File: src/rtl/mii_rx_pkg.sv
package mii_rx_pkg;

  typedef struct packed {
    logic startFrame;
    logic takeNib;
    logic endFrame;
  } rxCtrl_t;

  localparam int STAT_W    = 5;
  localparam int ST_GOOD   = 0;
  localparam int ST_CRCERR = 1;
  localparam int ST_RUNT   = 2;
  localparam int ST_ALIGN  = 3;
  localparam int ST_RXOFF  = 4;

  localparam logic [31:0] CRC_POLY_REV = 32'hEDB88320;
  localparam logic [31:0] CRC_MAGIC    = 32'hC704DD7B;

  function automatic logic [31:0] rev32(input logic [31:0] v);
    logic [31:0] r;
    for (int i = 0; i < 32; i++) r[i] = v[31-i];
    return r;
  endfunction

  function automatic logic [31:0] crcByte(input logic [31:0] c, input logic [7:0] d);
    logic [31:0] x;
    x = c ^ {24'd0, d};
    for (int i = 0; i < 8; i++) x = x[0] ? ((x >> 1) ^ CRC_POLY_REV) : (x >> 1);
    return x;
  endfunction

endpackage

File: src/rtl/mii_rx_datapath.sv
module mii_rx_datapath
  import mii_rx_pkg::*;
#(
  parameter int MIN_FRAME = 64,
  parameter int LEN_W     = 16
) (
  input  logic              clk,
  input  logic              rstN,
  input  rxCtrl_t           ctl,
  input  logic [3:0]        rxNib,
  input  logic              rxEnable,
  output logic [7:0]        outByte,
  output logic              outValid,
  output logic              outSof,
  output logic              outEof,
  output logic              statusValid,
  output logic [STAT_W-1:0] status
);
  localparam logic [31:0]      RESIDUE = rev32(CRC_MAGIC);
  localparam logic [LEN_W-1:0] LEN_MAX = '1;
  localparam logic [LEN_W-1:0] LEN_MIN = LEN_W'(MIN_FRAME);

  logic [3:0]       lowNib;
  logic             phase;
  logic [31:0]      crc;
  logic [LEN_W-1:0] byteCnt;
  logic [7:0]       curByte;
  logic             crcOk, isRunt;

  assign curByte = {rxNib, lowNib};
  assign crcOk   = (crc == RESIDUE);
  assign isRunt  = (byteCnt < LEN_MIN);

  always_ff @(posedge clk) begin
    if (!rstN) begin
      lowNib <= '0; phase <= 1'b0; crc <= '1; byteCnt <= '0;
      outByte <= '0; outValid <= 1'b0; outSof <= 1'b0; outEof <= 1'b0;
      statusValid <= 1'b0; status <= '0;
    end else begin
      outValid         <= 1'b0;
      outSof           <= 1'b0;
      outEof           <= 1'b0;
      statusValid      <= 1'b0;
      status[ST_RXOFF] <= !rxEnable;
      if (ctl.startFrame) begin
        phase   <= 1'b0;
        crc     <= '1;
        byteCnt <= '0;
        status[ST_ALIGN:ST_GOOD] <= '0;
      end
      if (ctl.takeNib) begin
        if (!phase) begin
          lowNib <= rxNib;
          phase  <= 1'b1;
        end else begin
          outByte  <= curByte;
          outValid <= 1'b1;
          outSof   <= (byteCnt == '0);
          crc      <= crcByte(crc, curByte);
          if (byteCnt != LEN_MAX) byteCnt <= byteCnt + 1'b1;
          phase    <= 1'b0;
        end
      end
      if (ctl.endFrame) begin
        outEof            <= 1'b1;
        statusValid       <= 1'b1;
        status[ST_GOOD]   <= crcOk && !isRunt && !phase;
        status[ST_CRCERR] <= !crcOk;
        status[ST_RUNT]   <= isRunt;
        status[ST_ALIGN]  <= phase;
      end
    end
  end
endmodule

File: config.mk
export PLATFORM = sky130hd
export DESIGN_NAME = mii_rx_datapath
export DESIGN_NICKNAME = d
export VERILOG_FILES = /design/src/rtl/mii_rx_pkg.sv /design/src/rtl/mii_rx_datapath.sv
export SDC_FILE = /design/constraint.sdc
export NUM_CORES = 1
export LEC_CHECK = 0
export ABC_AREA = 1
export BUFFER_PORTS_ARGS = -buffer_cell sky130_fd_sc_hd__buf_2
export CORE_UTILIZATION = 55
export CTS_BUF_LIST = sky130_fd_sc_hd__clkbuf_16
export DETAILED_ROUTE_END_ITERATION = 12
export PLACE_DENSITY = 0.81
export SLEW_MARGIN = 30
export SYNTH_ARGS = -nofsm -noshare
export SYNTH_HDL_FRONTEND = slang
export SYNTH_SLANG_ARGS = --single-unit
File: constraint.sdc
create_clock -name clk -period 1.4 [get_ports clk]
set_input_delay 0.28 -clock clk [delete_from_list [all_inputs] [get_ports clk]]
set_output_delay 0.28 -clock clk [all_outputs]
set_load 0.02 [all_outputs]
==> results of run 1 <==
==> what timing repair did <==
item | 4_1_cts
endpoints found under the setup margin | 42
pin swaps | 31
buffers inserted | 18
gates resized for setup | 110
cloned | 1
==> synthesized netlist by cell type, drive strengths merged <==
cell type and n:
a21oi 19, a22oi 2, a32oi 1, and2 1, buf 5, clkbuf 6
dfxtp 69, ha 2, inv 80, nand2 180, nand3 41, nand3b 1
nand4 8, nor2 49, nor3 7, nor3b 4, nor4 7, o211ai 2
o21ai 54, o21bai 2, o22ai 8, or2 4, xnor2 2, xor2 29
==> per-stage QoR <==
stage	util	TNS (ns)	instances	hold WS (ns)	cell area (um^2)
floorplan	-	-0.003418	583	0.3524	3940
global placement	0.7166	-2.605	790	0.4361	4868
detailed placement	0.7166	-4.094	790	0.4430	4868
CTS	0.8339	-1.177	825	0.08834	5665
==> cell families after synthesis <==
kind of cell,Yosys count,synth area share
fa+ha+maj,2,0.006438
xor+xnor,31,0.07663
buf+inv,91,0.09144
flops,69,0.3554
compound gates,88,0.1246
simple gates,302,0.3455
==> metal layers <==
| layer | track usage | GRT overflow |
|---|---|---|
| met5 | 0.06993 | 0 |
| met4 | 1.124 | 133 |
| met3 | 0.6083 | 3 |
| met2 | 1.253 | 396 |
| met1 | 0.8034 | 2 |
==> results.cfg, run 1 <==
[clock_tree]
numCtsBuffers = 9
clkSinkCount = 69
postCtsHoldBufs = 0
clock_path_buffers = 2
root_buffer = clkbuf_16
htree_levels = 3

[synthesis]
synthCells = 583
yosysTopAreaCell = dfxtp_1
syn_avg_cell_area_um2 = 6.666
yosysTopAreaCellShare = 0.3554
netlist_area_um2 = 3886
ys_warn_count = 0
ys_seq_area_frac = 0.3554
yosys-top-cells-area = dfxtp_1 (36%), nand2_1 (16%), inv_1 (6.9%)
syn-num-nets = 595
synth-seq-cells = 69
synth.distinct_cells = 42

[grt]
grt_usage = 0.9111
grt_max_degree = 19
grt_overflow = 534

[outcome]
error = [ERROR GRT-0232] Routing congestion too high. Check the congestion heatmap in the GUI.
stop_stage = 5_1_grt
outcome = did not finish

[place]
globalplace.congestion = 0.9572
dp_hpwl_mm = 9.170
dp_slack_ns = -0.2424
portBuffers = 26

[floorplan]
die_y_um = 86.06
rows = 30
die_w_um = 86.06
ioPinCount = 27
initial_utilization = 0.5720

[sta]
worst_endpoint = byteCnt[15]$_SDFF_PN0_/D
endpoint_type = register input
==> run 2: changes to the inputs <==
Settings changed: CORE_UTILIZATION 55 to 40, CTS_BUF_LIST sky130_fd_sc_hd__clkbuf_16 to unset, PLACE_DENSITY 0.81 to unset, PLACE_DENSITY_LB_ADDON set to 0.15.
Clock period 1.4 ns to 1.8 ns, I/O delays scaled along.
==> run 2 against run 1 <==
  * The flow now finishes without violations
  * Synthesized area stayed put
  * Synthesized cell count unchanged
==> results.cfg, run 2 <==
[clock_tree]
tritoncts = built
clkLatencyLatePin_ns = 0.36
root_buffer = clkbuf_8
htree_levels = 3
numCtsBuffers = 9
path_clk_slew_ns = 0.07
clkSinkCount = 69
clock_path_buffers = 2
postCtsHoldBufs = 0

[place]
dp_hpwl_mm = 8.461
dp_slack_ns = -0.0001972
globalplace.congestion = 0.9060
portBuffers = 26

[synthesis]
ys_warn_count = 0
synthCells = 583
syn-num-nets = 595
yosysTopAreaCell = dfxtp_1
synth-seq-cells = 69
synth-edff-count = 0
synth_ff_type = dfxtp_1
netlist_area_um2 = 3886
yosysTopAreaCellShare = 0.3554
yosysMostFrequentCell = nand2_1
ys_seq_area_frac = 0.3554
syn_avg_cell_area_um2 = 6.666
synthArstFlopShare = 0
synth.distinct_cells = 42
yosys-top-cells-area = dfxtp_1 (36%), nand2_1 (16%), inv_1 (6.9%)
yosys-top-cells-count = nand2_1 (170), inv_1 (71), dfxtp_1 (69)

[sta]
fin_setup_tns_ns = 0
min_period_ns = 1.676
worst_pin_slew_ns = 0.3962
rsz0062_at_grt = true
period_share = 0.9310
slew_viol_final = 0
setup_ws_ns = 0.1241
max_slew_margin = 0.7331
max_clock_freq_mhz = 596.7
setup_viol = 0
clock_skew_ns = 0.01224
hold_viol = 0

[detailed_routing]
drc = 0
wl_mm = 11.15
vias = 3901
ant_nets = 0
drtPass1Iterations = 5
viasPerCell = 5.014
wl_per_cell_um = 14.33
drt_iter0_markers = 199

[flow_run]
drv_cap = 0

[worst_setup_path]
cp_cell_sequence = nand2_1 -> nor3_4 -> nand3_2 -> nor2_4 -> o21ai_4 -> buf_4 -> nand2_1 -> a21oi_2
path_buf_inv = 1
worstPathArrival_ns = 1.93
startpoint_type = register
critPathRequiredTime_ns = 2.05
critPathSlowestCell = dfxtp_1
cp_top_family = simple AND/OR/NAND/NOR gates
cp_max_fo = 6
critPathKind = register to register
cp_common_cell = nand2_1
cpPeakStageDelay_ns = 0.41
endpoint_kind = register

[grt]
grt_pass1_vias = 3663
grt_max_degree = 22
grt_overflow = 0
antenna_found_initial = 0
grt_pass1_wl_mm = 18.20
grt_usage = 0.2380

[floorplan]
dieArea_um2 = 10110
die_y_um = 100.6
initial_utilization = 0.4166
core-area_um2 = 9328
rows = 35
ioPinCount = 27
die_w_um = 100.6

[power]
p_int_mw = 2.457
peakVddDrop_v = 0.0003895
comb_power_share = 0.235
power_mw = 3.670
power.density_nw_per_um2 = 790.6
seqPwrFrac = 0.443
power_leakage_nw = 2.186
pwr-share-clk = 0.323
p_switching_mw = 1.213
swShare = 0.3306

[cells_and_area]
drive_gt1_frac = 0.1911
final_nets = 656
diodes = 0
multi_input_area_um2 = 2212
seqCellArea_um2 = 1385
final_cell_mix = nand2_1 (167), inv_1 (71), dfxtp_1 (66)
synthToLayoutAreaGrowth_pct = 19.45
fin_util = 0.4977
nFillCells = 942
largest_register_ff_count = 32
largest_register = crc
final_common_cell = nand2_1
reg_top3 = crc x32, byteCnt x16, outByte x8

[outcome]
outcome = completed

[worst_hold_path]
hold_path_class = input port to register
## run 2: cell counts after synthesis
No cell type changed its count.
## run 2: what timing repair did
action                                  4_1_cts  5_1_grt
resized for setup                             0       19
endpoints found under the setup margin        0       24
buffers inserted                              0        3
## run 2: layout make-up
type | count | share of cell area
inverters | 80 | 0.06469
repair buffers | 61 | 0.08733
clock inverters | 4 | 0.004852
multi-input cells | 423 | 0.4765
well taps | 129 | 0.03477
clock buffers | 12 | 0.03342
flip-flops and latches | 69 | 0.2984
## run 2: path summary, 6_finish.rpt
kind	start	to	slack, ns	depth (start not counted)
worst max-delay path	byteCnt[5]	byteCnt[7]	0.12	8
worst min-delay path	rxEnable	status[4]	0.16	2
worst max register to register	byteCnt[5]	byteCnt[7]	0.12	8
worst min register to register	status[2]	status[2]	0.46	2
## run 2: through the flow
stage / std cells / hold WS (ns) / instance area (um^2)
floorplan: 583 / 0.4324 / 3886
global placement: 759 / 0.4402 / 4375
detailed placement: 759 / 0.4499 / 4375
CTS: 775 / 0.1430 / 4553
global route: 778 / 0.1487 / 4642
finish: 778 / 0.1577 / 4642
## run 2: worst register-to-register path: cells and delay by family, from the launching register on
kind,cells,cell delay (ns)
buffers and inverters,1,0.16
AND/OR/NAND/NOR,5,0.88
AO/OA/AOI/OAI,2,0.13
flip-flops,1,0.41
## run 2: layer usage
metal  GRT usage  vias to the layer above  wire, um
met1      0.2918                     1774      4838
met5           0                        -         0
li1            -                     1990         -
met3     0.05617                       24       741
met2      0.3957                      113      5200
met4      0.1081                        0       366
## run 2: cells by family after synthesis
logic type	count (synthesis)	synth area share
and+or+nand+nor	302	0.3455
buffers and inverters	91	0.09144
AOI/OAI and AO/OA	88	0.1246
DFF	69	0.3554
xor gates and xnor gates	31	0.07663
adders and majority gates	2	0.006438
## run 2: power groups by stage
stage	sequential, mW	combinational (mW)	clock [mW]
floorplan	1.66	0.543	0
detailed placement	1.66	0.828	0
global placement	1.66	0.821	0
CTS	1.62	0.832	1.23
global route	1.63	0.953	1.29
finish	1.63	0.861	1.18
Power figures use the tool's default switching activity.
==> run 3: changes to the inputs <==
Settings changed: SKIP_LAST_GASP set to 1.
Clock period 1.8 ns to 1.5 ns, I/O delays scaled along.
==> run 3 against run 2 <==
  * The run now ends with setup timing left
  * Critical path depth is 1 lower
  * Flip-flop and latch count stayed put
  * Clock power is 38% higher
  * Utilization is 12 points higher
  * Clock skew is 0.0023 ns higher
  * Wire length is 13% higher
  * Maximum frequency is 11% higher
  * Critical path type unchanged
  * Highest routed layer unchanged
  * Total power is 38% higher
==> results.cfg, run 3 (same netlist as run 2, synthesis figures left out) <==
[outcome]
outcome = complete, but fails checks
failed_checks = setup timing

[place]
portBuffers = 26
globalplace.congestion = 0.9030
dp_hpwl_mm = 8.897
dp_slack_ns = -0.1384

[worst_setup_path]
endpoint_kind = register
critPathRequiredTime_ns = 1.75
ff2ff_path_depth = 7
cp_top_family = simple AND/OR/NAND/NOR gates
worstPathArrival_ns = 1.77
critPathSlowestCell = dfxtp_1
startpoint_type = register
critPathKind = register to register
rr_startpoint = byteCnt[4]
cp_common_cell = nor2_4
rrSetupSlack_ns = -0.01
cpPeakStageDelay_ns = 0.39
r2r-end = byteCnt[4]
cp_max_fo = 8
path_buf_inv = 1
cp_cell_sequence = nand2_1 -> nor2_4 -> nand3_4 -> nor2_4 -> o21ai_4 -> inv_2 -> nor3b_1

[power]
pwr-share-clk = 0.321
swShare = 0.3377
p_switching_mw = 1.713
comb_power_share = 0.294
power_leakage_nw = 2.687
peakVddDrop_v = 0.0004804
p_int_mw = 3.359
power.density_nw_per_um2 = 881.9
seqPwrFrac = 0.385

[clock_tree]
clkSinkCount = 69
clkLatencyLatePin_ns = 0.35
clock_path_buffers = 2
numCtsBuffers = 9
tritoncts = built
root_buffer = clkbuf_8
htree_levels = 3
path_clk_slew_ns = 0.09

[sta]
period_share = 1.007
worst_pin_slew_ns = 0.3548
min_period_ns = 1.511
setup_viol = 4
holdWs_ns = 0.1056
hold_viol = 0
max_slew_margin = 0.7613
max_clock_freq_mhz = 661.9
rsz0062_at_grt = true
slew_viol_final = 0
clock_skew_ns = 0.01453
setup_ws_ns = -0.01074

[worst_hold_path]
hold_path_class = input port to register
min_path_cells = 2
whs_endpoint = status[4]
holdCritStartpoint = rxEnable

[detailed_routing]
wl_per_cell_um = 14.77
ant_nets = 0
vias = 4267
viasPerCell = 5.014
drc = 0
drt_iter0_markers = 213
wl_mm = 12.57
drtPass1Iterations = 5

[cells_and_area]
largest_register = crc
final_cell_mix = nand2_1 (125), buf_4 (94), inv_1 (66)
nFillCells = 856
synthToLayoutAreaGrowth_pct = 47.97
drive_gt1_frac = 0.3878
final_common_cell = nand2_1
multi_input_area_um2 = 2641
reg_top3 = crc x32, byteCnt x16, outByte x8
diodes = 0
seqCellArea_um2 = 1416
largest_register_ff_count = 32
final_nets = 729

[grt]
grt_overflow = 0
grt_pass1_vias = 3939
antenna_found_initial = 0
grt_max_degree = 23
grt_pass1_wl_mm = 18.93
grt_usage = 0.2469

[floorplan]
core-area_um2 = 9328
die_y_um = 100.6
ioPinCount = 27
rows = 35
initial_utilization = 0.4166
die_w_um = 100.6
dieArea_um2 = 10110

[flow_run]
drv_cap = 0
-- run 3: repair_timing --
item / CTS / global route
hold buffers: 0 / 0
pin swaps: 16 / 43
buffers inserted: 10 / 14
setup endpoints to repair: 35 / 40
gates resized for setup: 51 / 116
-- run 3: how the worst max path moves through the flow --
stage                      end  cells past startpoint       start
detailed placement  byteCnt[4]                      8  byteCnt[0]
floorplan           byteCnt[5]                      9  byteCnt[0]
global route        byteCnt[2]                      7  byteCnt[4]
finish              byteCnt[4]                      7  byteCnt[4]
CTS                 byteCnt[4]                      8  byteCnt[1]
global placement    byteCnt[4]                      8  byteCnt[0]
-- run 3: power by group through the flow --
stage	clock network (mW)	registers, mW	logic [mW]
global placement	0	1.98	1.12
floorplan	0	1.99	0.652
global route	1.74	1.96	1.61
detailed placement	0	1.99	1.14
finish	1.63	1.95	1.49
CTS	1.66	1.95	1.23
-- run 3: metal layers --
layer | global-route usage | up-vias | routed length (um)
met4 | 0.1237 | 0 | 594
li1 | - | 2129 | -
met2 | 0.4173 | 134 | 6098
met1 | 0.2952 | 1968 | 5322
met5 | 0 | - | 0
met3 | 0.05479 | 36 | 554
-- run 3: metrics by stage --
| step | area, um^2 | util | setup TNS, ns | power, mW | instances |
|---|---|---|---|---|---|
| floorplan | 3894 | - | 0 | 2.646 | 583 |
| global placement | 4788 | 0.5133 | -1.718 | 3.108 | 813 |
| detailed placement | 4788 | 0.5133 | -2.640 | 3.125 | 813 |
| CTS | 5240 | 0.5618 | -0.003167 | 4.835 | 839 |
| global route | 5751 | 0.6165 | -1.635 | 5.306 | 851 |
| finish | 5751 | 0.6165 | -0.02865 | 5.072 | 851 |
-- run 3: cell type report --
cell class	count	area share
multi-input cells	423	0.4593
flip-flops and latches	69	0.2463
repair buffers	134	0.1743
inverters	80	0.05570
well taps	129	0.02807
clock buffers	10	0.02393
clock inverters	6	0.01240
